`config.mk`:
```
export PLATFORM = sky130hd
export DESIGN_NAME = tri_dither_pwm
export DESIGN_NICKNAME = d
export VERILOG_FILES = /design/src/rtl/tri_pwm_pkg.sv /design/src/rtl/tri_pwm_ramp.sv /design/src/rtl/tri_pwm_lane.sv /design/src/rtl/tri_dither_pwm.sv
export SDC_FILE = /design/constraint.sdc
export NUM_CORES = 1
export LEC_CHECK = 0
export BUFFER_PORTS_ARGS = -buffer_cell sky130_fd_sc_hd__buf_4
export CORE_MARGIN = 2
export CORE_UTILIZATION = 40
export CTS_CLUSTER_DIAMETER = 50
export DETAILED_ROUTE_END_ITERATION = 10
export PLACE_DENSITY = 0.68
export SLEW_MARGIN = 30
export SYNTH_ARGS = -nofsm -noshare
export SYNTH_HDL_FRONTEND = slang
export SYNTH_SLANG_ARGS = --single-unit
```
`constraint.sdc`:
```
create_clock -name clk_i -period 3.33 [get_ports clk_i]
set_input_delay 0 -clock clk_i [delete_from_list [all_inputs] [get_ports clk_i]]
set_output_delay 0 -clock clk_i [all_outputs]
set_load 0.005 [all_outputs]
```
`src/rtl/tri_pwm_pkg.sv`:
```
`timescale 1ns/1ps
package tri_pwm_pkg;
  localparam int unsigned NCH    = 3;
  localparam int unsigned FRAC_W = 2;

  // Half-ticks added after the rising-side edge of the high window.
  function automatic logic [1:0] ext_late(input logic [FRAC_W-1:0] f);
    logic [FRAC_W:0] s;
    s = {1'b0, f} + 3'd1;
    return s[FRAC_W:1];
  endfunction

  // Half-ticks added before the falling-side edge of the high window.
  function automatic logic [1:0] ext_early(input logic [FRAC_W-1:0] f);
    return {1'b0, f[FRAC_W-1]};
  endfunction
endpackage

```
`src/rtl/tri_pwm_ramp.sv`:
```
`timescale 1ns/1ps
module tri_pwm_ramp #(
  parameter int unsigned CNT_W = 8
) (
  input  logic             clk,
  input  logic             rst_n,
  input  logic             tick,
  output logic [CNT_W-1:0] cnt,
  output logic             up_side,
  output logic             half,
  output logic             wrap
);
  localparam logic [CNT_W-1:0] PEAK = '1;
  localparam logic [CNT_W-1:0] ONE  = CNT_W'(1);

  logic climbing;

  always_ff @(posedge clk or negedge rst_n) begin
    if (!rst_n) begin
      cnt      <= '0;
      climbing <= 1'b1;
      half     <= 1'b0;
    end else begin
      half <= !tick;
      if (tick) begin
        if (climbing) begin
          cnt <= cnt + ONE;
          if (cnt == PEAK - ONE) climbing <= 1'b0;
        end else begin
          cnt <= cnt - ONE;
          if (cnt == ONE) climbing <= 1'b1;
        end
      end
    end
  end

  // The peak tick counts as part of the rising side.
  assign up_side = climbing || (cnt == PEAK);
  assign wrap    = tick && !climbing && (cnt == ONE);
endmodule

```
`src/rtl/tri_pwm_lane.sv`:
```
`timescale 1ns/1ps
module tri_pwm_lane
  import tri_pwm_pkg::*;
#(
  parameter int unsigned CNT_W = 8,
  localparam int unsigned WORD_W = CNT_W + FRAC_W
) (
  input  logic              clk,
  input  logic              rst_n,
  input  logic              load,
  input  logic [WORD_W-1:0] duty,
  input  logic [CNT_W-1:0]  cnt,
  input  logic              up_side,
  input  logic              half,
  output logic [WORD_W-1:0] shadow,
  output logic              pwm
);
  localparam logic [CNT_W-1:0] PEAK = '1;

  logic [CNT_W-1:0]  level;
  logic [FRAC_W-1:0] frac;
  logic [CNT_W:0]    level_p1;
  logic [1:0]        late_n;
  logic [1:0]        early_n;
  logic              in_base;
  logic              at_edge;
  logic              late_hit;
  logic              early_hit;
  logic              peak_hit;

  always_ff @(posedge clk or negedge rst_n) begin
    if (!rst_n)    shadow <= '0;
    else if (load) shadow <= duty;
  end

  assign level    = shadow[WORD_W-1:FRAC_W];
  assign frac     = shadow[FRAC_W-1:0];
  assign level_p1 = {1'b0, level} + (CNT_W+1)'(1);
  assign late_n   = ext_late(frac);
  assign early_n  = ext_early(frac);

  assign in_base   = cnt <= level;
  assign at_edge   = {1'b0, cnt} == level_p1;
  assign late_hit  = at_edge && up_side && (half ? (late_n == 2'd2) : (late_n != 2'd0));
  assign early_hit = at_edge && !up_side && half && (early_n != 2'd0);
  // Level one below the peak: the early share also lands on the peak tick.
  assign peak_hit  = (level == PEAK - CNT_W'(1)) && (cnt == PEAK) && half && (early_n != 2'd0);

  assign pwm = in_base || late_hit || early_hit || peak_hit;
endmodule

```
`src/rtl/tri_dither_pwm.sv`:
```
`timescale 1ns/1ps
module tri_dither_pwm
  import tri_pwm_pkg::*;
#(
  parameter int unsigned CNT_W = 8,
  localparam int unsigned WORD_W = CNT_W + FRAC_W
) (
  input  logic                       clk_i,
  input  logic                       rst_ni,
  input  logic                       tick_i,
  input  logic [NCH-1:0][WORD_W-1:0] duty_i,
  output logic [NCH-1:0]             pwm_o,
  output logic                       frame_o
);
  logic [CNT_W-1:0]            cnt_w;
  logic                        up_w;
  logic                        half_w;
  logic                        load_w;
  logic [NCH-1:0][WORD_W-1:0]  shadow_w;

  tri_pwm_ramp #(.CNT_W(CNT_W)) u_ramp (
    .clk     (clk_i),
    .rst_n   (rst_ni),
    .tick    (tick_i),
    .cnt     (cnt_w),
    .up_side (up_w),
    .half    (half_w),
    .wrap    (load_w)
  );

  for (genvar g = 0; g < NCH; g++) begin : g_lane
    tri_pwm_lane #(.CNT_W(CNT_W)) u_lane (
      .clk     (clk_i),
      .rst_n   (rst_ni),
      .load    (load_w),
      .duty    (duty_i[g]),
      .cnt     (cnt_w),
      .up_side (up_w),
      .half    (half_w),
      .shadow  (shadow_w[g]),
      .pwm     (pwm_o[g])
    );
  end

  assign frame_o = cnt_w == '0;
endmodule

```
Yosys cells after proc, flatten, opt, wreduce, memory -nomap -nowiden
Index checks and enable logic that the tools add are counted.
Storage, ports and cells
  flip-flop bits (word level): 40
  input bits: 33
  output and inout port bits: 4
  word-level logic and storage cells: 79
Operators by class
  add/subtract/negate cells: 8
  magnitude comparators: 3
  equality and inequality tests: 12
  muxes and demuxes: 7
  reduce and logical (&&, ||, !) cells: 43
Operators by type and width (count)
  $eq 8x8->1 const B: 5
  $add 8x1->9 const B: 3
  $eq 8x9->1: 3
  $logic_and 1x1->1: 26
  $le 8x8->1: 3
  $logic_or 1x1->1: 10
  $add 2x1->3 const B: 3
  $add 8x1->8 const B: 1
  $eq 8x1->1 const B: 1
  $logic_not 8->1: 1
  $mux 8: 1
  $sub 8x1->8 const B: 1
  $eq 2x2->1 const B: 3
  $mux 1: 6
  $reduce_bool 2->1: 3
  $logic_not 1->1: 3

Logic depth before layout (Yosys ltp)
Gate-level depths: netlist of the first run.
  depth in word-level cells: 8
  depth in mapped cells: 9
  mapped depth without buffers: 8

Modules after synthesis
Synthesis of the first run repeated with hierarchy kept, for this count alone.
Second synthesis, totals
  cell total of the unflattened synthesis: 338
  area total of the unflattened synthesis: 3050.4 µm²
By module, submodules not included
  tri_pwm_lane: times used 3, cells an instance 93, area an instance 817.0 µm², seq. area each 250.2 µm²
  tri_pwm_ramp: times used 1, cells an instance 56, area an instance 580.6 µm², seq. area each 251.5 µm²
  tri_dither_pwm: times used 1, cells an instance 3, area an instance 18.8 µm², seq. area each 0.0 µm²

Worst setup path after synthesis of the first run
OpenSTA, ideal clock, no wires.
  path kind: reg-to-output
  start: register g_lane[1].u_lane.shadow[2]
  end: output pwm_o[1]
  arrival: 1742 ps
  required time: 3330 ps
  setup slack: 1588 ps
  cell stages (with the launch flop): 9
  path buffers: 1
  cells stage by stage: dfrtp_1 > ha_1 > o21bai_1 > a31oi_1 > a21oi_1 > mux2i_1 > a22o_1 > o41ai_2 > buf_4
On the way
  word-level cells in the longest chain between the ends: 7
  elaborated cells between the ends (all ways): 15
  classes of those cells: 1 x add/sub; 1 x order compare; 2 x eq/ne; 11 x reduce/logical
RTL lines
  from (decl): line tri_pwm_lane.sv:15  | output logic [WORD_W-1:0] shadow,
  from (signal assigned): line tri_pwm_lane.sv:33  | else if (load) shadow <= duty;
  $add 8x1->9: line tri_pwm_lane.sv:38  | assign level_p1 = {1'b0, level} + (CNT_W+1)'(1);
  $eq 8x9->1: line tri_pwm_lane.sv:43  | assign at_edge = {1'b0, cnt} == level_p1;
  $logic_and 1x1->1, on equally long branches (2 in a row): line tri_pwm_lane.sv:44, tri_pwm_lane.sv:45
  $logic_or 1x1->1 or $logic_and 1x1->1 (tied branches): line tri_pwm_lane.sv:49, tri_pwm_lane.sv:45
  $logic_or 1x1->1: line tri_pwm_lane.sv:49  | assign pwm = in_base || late_hit || early_hit || peak_hit;
  $logic_or 1x1->1 *: line tri_pwm_lane.sv:49
  to (decl): line tri_dither_pwm.sv:12  | output logic [NCH-1:0] pwm_o,
Every way passes the cells marked *; elsewhere a longest branch is shown, timed or not.

Final worst setup path of the first run
  start: register u_ramp.cnt[1]
  end: output pwm_o[2]
On the way
  word-level cells in the longest chain between the ends: 8
  elaborated cells between the ends (all ways): 16
  classes of those cells: 1 x order compare; 2 x eq/ne; 13 x reduce/logical
RTL lines
  from (decl): line tri_pwm_ramp.sv:8  | output logic [CNT_W-1:0] cnt,
  from (signal assigned): line tri_pwm_ramp.sv:27  | cnt <= cnt + ONE;
  from (signal assigned): line tri_pwm_ramp.sv:30  | cnt <= cnt - ONE;
  parallel branches: the longest is 7 deep, another holds $le 8x8->1
  $logic_or 1x1->1 *: line tri_pwm_lane.sv:49
Mark *: on every way between the ends.

==> results of run 1 <==
[power by group]
part,internal [mW],total [mW],switching [mW],leakage (nW)
sequential,0.690,1.10,0.413,0.517
combinational,0.931,1.76,0.831,1.22
clock,0.169,0.339,0.170,0.0455
total,1.79,3.20,1.41,1.78
[cells in the mapped netlist (all sizes together) (2+ instances only)]
library cell	instances	area share, %
nand4	16	3.1
buf	16	3.9
o21bai	2	0.46
nand2b	3	0.58
a21o	5	1.2
inv	31	3.6
dfrtp	39	30
o22ai	2	0.39
nand3	10	1.6
nor2	12	1.5
o41ai	2	0.78
a211oi	4	0.93
clkbuf	3	0.35
nor3b	2	0.62
nand2	21	2.4
a21oi	13	2.0
a31oi	9	1.7
xnor2	20	5.4
o21a	5	1.2
xor2	9	2.4
o21ai	15	2.3
nor4	4	0.78
ha	35	14
or3	3	0.58
mux2	30	10
nor2b	4	0.78
nor3	10	1.7
and3	3	0.74
[state kept, by name (all words and copies together), names as in the netlist]
register,cells
g_lane.u_lane.shadow,30
u_ramp.cnt,8
u_ramp.climbing,1
u_ramp.half,1
[per-stage QoR]
step                setup slack, ps  area, um^2
floorplan                      1590        3230
global placement                736        3500
detailed placement              579        3500
CTS                             552        3910
global route                    625        3920
finish                          840        3920
[critical path, cell delays in order (launching register included)]
cell       delay, ps
dfrtp_1          630
ha_1             300
nand3_1           90
nor2_1           170
o21ai_0          200
o2111ai_1        270
nor3_1            90
a211o_1          300
buf_4            140
[metal layers]
metal  wire, um  global-route usage (%)  vias up
li1           -                       -     1333
met1       3250                    21.1     1265
met2       3520                    30.0       55
met3        293                    2.89       10
met4        109                    5.56        0
met5          0                       0        -
[layout by cell type, fill, tap and decap left out, types with 10 or more instances in the layout]
| cell type | count |
|---|---|
| dfrtp_1 | 39 |
| buf_4 | 38 |
| ha_1 | 35 |
| dlygate4sd3_1 | 32 |
| inv_1 | 31 |
| mux2_2 | 25 |
| nand2_1 | 21 |
| xnor2_1 | 20 |
| nand4_1 | 16 |
| o21ai_0 | 15 |
| a21oi_1 | 13 |
| nor2_1 | 11 |
| nand3_1 | 10 |
[final cells by class]
class / instances / area, um^2
fill: 751 / 3840
multi-input combinational: 252 / 1980
sequential: 40 / 1000
timing repair buffer: 70 / 606
tap: 102 / 128
inverter: 31 / 116
clock buffer: 8 / 90.1
[logic make-up (layout without fill, tap and decap cells)]
kind of cell	after synthesis	count (layout)	synth area share, %
AOI/OAI and AO/OA	64	64	12.9
xor gates and xnor gates	29	29	7.87
adders and majority gates	35	35	13.6
buffers and inverters	50	109	7.87
DFF	40	40	31.0
muxes	31	31	10.8
and+or+nand+nor	93	93	16.0
[what timing repair did]
item | in CTS | in global routing
hold buffers | 32 | 0
hold endpoints to repair | 72 | 0
gates resized for setup | 0 | 0
endpoints found under the setup margin | 0 | 0
[worst max-delay path by stage]
stage	to	depth (start not counted)	start	slack, ps
6_report	pwm_o[2]	8	u_ramp.cnt[1]	840
2_1_floorplan	pwm_o[1]	8	g_lane[1].u_lane.shadow[2]	1590
3_5_place_dp	g_lane[0].u_lane.shadow[0]	5	u_ramp.cnt[5]	580
3_3_place_gp	g_lane[0].u_lane.shadow[0]	5	u_ramp.cnt[5]	740
4_1_cts	g_lane[1].u_lane.shadow[1]	5	u_ramp.cnt[5]	550
5_1_grt	pwm_o[2]	8	u_ramp.cnt[1]	630
==> flow_summary.ini, run 1 <==
[clocking]
path_clk_slew_ps = 80
cts_made_buffers = 5
worstSkewPairLatency_ps = 300
cts_max_path_buffers = 2
cts_root_buf = clkbuf_8
ctsHtreeMaxLevel = 2
cts.sinks = 40
post_cts_buffers = 0
cts_tree = yes

[sta]
rsz0062_at_grt = no
fin_crit_ps = 2490
hold_ws_ps = 209
finalHoldViolCount = 0
maxSlewHeadroom_pct = 55.3
setup_viol = 0
clock.fmax_mhz = 402
worst_slew_pin_slew_ps = 670
fin_crit_sh_pct = 74.8
slew_violations = 0
setup_tns_ps = 0
fin_skew_ps = 9.86

[route]
via_per_inst = 5.29
drc = 0
drtIter0Drc = 69
antenna_left = 0
vias = 2663
drtPass1Iterations = 4
wl_per_cell_um = 14.3
wirelength_mm = 7.17

[die]
die_x_um = 93.8
boundaryPins = 37
rows = 32
die_height_um = 93.8
die_area_um2 = 8810
initial_core_util_pct = 41.6
core_area_um2 = 7770

[global_routing]
grt_overflow = 0
grt_pass1_vias = 2595
antenna_found_initial = 0
grt_max_degree = 41
grt_util_all_layers_pct = 17.1
grt_pass1_wl_mm = 11.9

[place]
place_inst = 463
io_buffer_count = 36
routabilityCongestion = 0.861
dp_hpwl_mm = 5.14

[final_layout]
final_util_pct = 50.5
final_cells = 503
areaGrowthSynthToFinish_pct = 21.5
drive_gt1_share_pct = 19.5
fin_nets = 468
diodes = 0

[power]
powerDensity_nw_per_um2 = 817
ir_drop_v = 0.000220
power_leakage_nw = 1.78
p_total_mw = 3.20

[setup_path]
crit_type = flip-flop to primary output
cp-start-kind = flip-flop
reg2regPathDepth = 5
r2r_end = g_lane[0].u_lane.shadow[0]
worstSetupEndpointType = primary output
cp_data_required_time_ps = 3330
rrSetupSlack_ps = 1010
r2r_start = u_ramp.cnt[5]
arrival_ps = 2490
crit_fanout = 11

[synth]
synthCells = 342
ys_async_sr_fraction_pct = 100
ys_seq_elements = 40
synth_edf_count = 0
yosysSeqAreaShare_pct = 31.0
syn-cell-area_um2 = 3230
synth.avg_cell_area_um2 = 9.44
yosysWarnings = 0
synth_flop_cell = dfrtp_1
synth_cell_type_count = 50
synth_nets = 410

[run_status]
outcome = finished clean

[flow_run]
maxCapViolations = 0

[worst_hold_path]
min_path_type = primary input to asynchronous set/reset pin
No activity file was read; power rests on OpenSTA's default activity.
==> run 2, diff against run 1 <==
--- a/config.mk
+++ b/config.mk
@@ -5,12 +5,13 @@
 export SDC_FILE = /design/constraint.sdc
 export NUM_CORES = 1
 export LEC_CHECK = 0
+export ABC_AREA = 1
 export BUFFER_PORTS_ARGS = -buffer_cell sky130_fd_sc_hd__buf_4
 export CORE_MARGIN = 2
 export CORE_UTILIZATION = 40
 export CTS_CLUSTER_DIAMETER = 50
 export DETAILED_ROUTE_END_ITERATION = 10
-export PLACE_DENSITY = 0.68
+export PLACE_DENSITY = 0.7
 export SLEW_MARGIN = 30
 export SYNTH_ARGS = -nofsm -noshare
 export SYNTH_HDL_FRONTEND = slang
==> constraint.sdc (replaced) <==
create_clock -name clk_i -period 2.2 [get_ports clk_i]
set_input_delay 0 -clock clk_i [delete_from_list [all_inputs] [get_ports clk_i]]
set_output_delay 0 -clock clk_i [all_outputs]
set_load 0.005 [all_outputs]
==> run 2 against run 1 <==
Core utilization increased by 0.23 points. Flip-flop and latch count did not move. Non-clock buffer count grew 13. Clock power increased by 83%. Via count grew 35%. Clock-buffer cell count is 2 lower. Routed wire length is 30% higher. Sequential share of layout area is 4.1 points lower. Largest power group unchanged. Highest routed layer unchanged.
==> flow_summary.ini, run 2 <==
[synth]
synth_compound_gate_area_share_pct = 11.3
synthAdderAreaFrac_pct = 11.4
yosysWarnings = 0
synth_nets = 618
syn-cell-area_um2 = 3850
synth_simple_gate_area_share_pct = 30.8
ys_seq_elements = 40
synthTopCellsByArea = dfrtp_1, nand2_1, ha_1
synth.avg_cell_area_um2 = 7.00
synth_top_family_by_area = simple AND/OR/NAND/NOR gates
synth_flop_cell = dfrtp_1
yosysTopAreaCell = dfrtp_1
synth.top_cell.area_share_pct = 25.3
synthCells = 550
synth_edf_count = 0
synth_xor_area_share_pct = 5.46
synth_cell_type_count = 32
yosysSeqAreaShare_pct = 26.0
muxShareOfSynthArea_pct = 0
ys_async_sr_fraction_pct = 100
synth_common_cells = nand2_1, inv_1, nor2_1
yosysMostFrequentCell = nand2_1

[route]
drc = 0
via_per_inst = 4.78
antenna_left = 0
vias = 3583
wirelength_mm = 9.31
drtIter0Drc = 130
drtPass1Iterations = 4
wl_per_cell_um = 12.4

[clocking]
cts_root_buf = clkbuf_8
cts_tree = yes
ctsHtreeMaxLevel = 2
cts_max_path_buffers = 2
cts_made_buffers = 5
cts.sinks = 40
path_clk_slew_ps = 80
worstSkewPairLatency_ps = 300

[die]
initial_core_util_pct = 41.5
boundaryPins = 37
die_height_um = 102
core_area_um2 = 9280
die_area_um2 = 10400
rows = 35
die_x_um = 102

[power]
power_leakage_nw = 2.43
ir_drop_v = 0.000541
p_total_mw = 5.29
p_clk_share_pct = 11.7
powerDensity_nw_per_um2 = 1120
power.internal_mw = 2.72
switching_power_mw = 2.57
switching_share_pct = 48.7
seqPwrFrac_pct = 28.1
comb_power_share_pct = 60.2

[setup_path]
crit_type = flip-flop to primary output
slowest_stage = dfrtp_1
crit_fanout = 7
critPathTopFamily = simple AND/OR/NAND/NOR gates
cp_data_required_time_ps = 2200
critPathBufInv = 3
cp-start-kind = flip-flop
crit_chain = buf_4, ha_1, nand4_1, nor4_1, a31oi_2, nand2_1, inv_1, nand2_1, buf_4
cpPeakStageDelay_ps = 510
arrival_ps = 2100
rrSetupSlack_ps = 380
worstSetupEndpointType = primary output

[worst_hold_path]
min_path_type = primary input to asynchronous set/reset pin

[global_routing]
grt_util_all_layers_pct = 19.1
grt_pass1_vias = 3506
grt_pass1_wl_mm = 15.9
antenna_found_initial = 0
grt_max_degree = 41
grt_overflow = 0

[sta]
setup_tns_ps = 0
fin_crit_sh_pct = 95.5
finalHoldViolCount = 0
maxSlewHeadroom_pct = 64.1
worst_slew_pin_slew_ps = 538
setup_viol = 0
clock.fmax_mhz = 476
slew_violations = 0
fin_skew_ps = 3.29
rsz0062_at_grt = yes
fin_crit_ps = 2100

[flow_run]
maxCapViolations = 0

[final_layout]
final_cell_mix = nand2_1, inv_1, buf_4
reg_top3 = g_lane.u_lane.shadow x30, u_ramp.cnt x8
areaGrowthSynthToFinish_pct = 22.3
multi_input_area_um2 = 2290
fin_nets = 688
nFillCells = 908
largest_register_ffs = 30
regArea_um2 = 1010
final_common_cell = nand2_1
largest-register = g_lane.u_lane.shadow
drive_gt1_share_pct = 23.2
diodes = 0

[run_status]
outcome = finished clean

[place]
routabilityCongestion = 0.910
dp_hpwl_mm = 6.78
io_buffer_count = 36
run 2: final timing paths:
| path | start | end | depth (start not counted) |
|---|---|---|---|
| max in group asynchronous | rst_ni | g_lane[0].u_lane.shadow[2] | 2 |
| hold / removal | rst_ni | g_lane[1].u_lane.shadow[6] | 2 |
| setup reg to reg | u_ramp.cnt[1] | g_lane[2].u_lane.shadow[5] | 8 |
| min in group clk_i | tick_i | u_ramp.cnt[0] | 3 |
| hold reg to reg | g_lane[0].u_lane.shadow[0] | g_lane[0].u_lane.shadow[0] | 2 |
| setup / recovery | u_ramp.cnt[4] | pwm_o[1] | 9 |
run 2: metrics by stage:
step | util (%) | cell area [um^2] | hold WS, ps | setup WS, ps | instances
2_1_floorplan | - | 3850 | -296 | 426 | 550
3_3_place_gp | 45.2 | 4200 | 13.5 | 301 | 704
3_5_place_dp | 45.2 | 4200 | 29.5 | 292 | 704
4_1_cts | 49.9 | 4630 | 243 | 35.7 | 744
5_1_grt | 50.7 | 4710 | 277 | -89.2 | 750
6_report | 50.7 | 4710 | 215 | 99.6 | 750
run 2: worst register-to-register path, cell delays in order (launching register included):
cell     delay (ps)
dfrtp_2         430
inv_1           150
ha_1            180
inv_1            70
nor4_4          330
nand3_4         120
buf_4           250
nand2_1         120
o21ai_2          50
run 2: cell families after synthesis:
| family | count (synthesis) |
|---|---|
| AOI/OAI and AO/OA | 62 |
| xor gates and xnor gates | 24 |
| adders and majority gates | 35 |
| buffers and inverters | 131 |
| DFF | 40 |
| and+or+nand+nor | 258 |
run 2: layout make-up:
class / instances / area share (%)
inverter: 111 / 8.98
clock buffer: 6 / 1.54
sequential: 40 / 21.5
timing repair buffer: 83 / 15.2
multi-input combinational: 379 / 48.6
clock inverter: 2 / 0.744
tap: 129 / 3.43
run 2: per-layer routing:
layer  GRT usage, %  up-vias  share of wire, %
li1               -     1833                 -
met1           24.6     1651                45
met2           33.0       80                50
met3           2.39       19               3.2
met4           6.67        0               2.4
met5              0        -                 0
run 2: timing repair:
action | CTS | global route
setup endpoints to repair | 2 | 3
resized for setup | 1 | 18
hold buffers | 32 | 0
buffers inserted | 0 | 6
pin swaps | 0 | 0
gates cloned | 0 | 0
hold endpoints to repair | 70 | 0
run 2: power groups by stage:
stage	combinational, mW	clock, mW	sequential, mW
5_1_grt	3.64	0.664	1.53
3_3_place_gp	2.83	0	1.49
4_1_cts	3.01	0.636	1.49
3_5_place_dp	2.94	0	1.50
6_report	3.19	0.619	1.49
2_1_floorplan	2.44	0	1.27
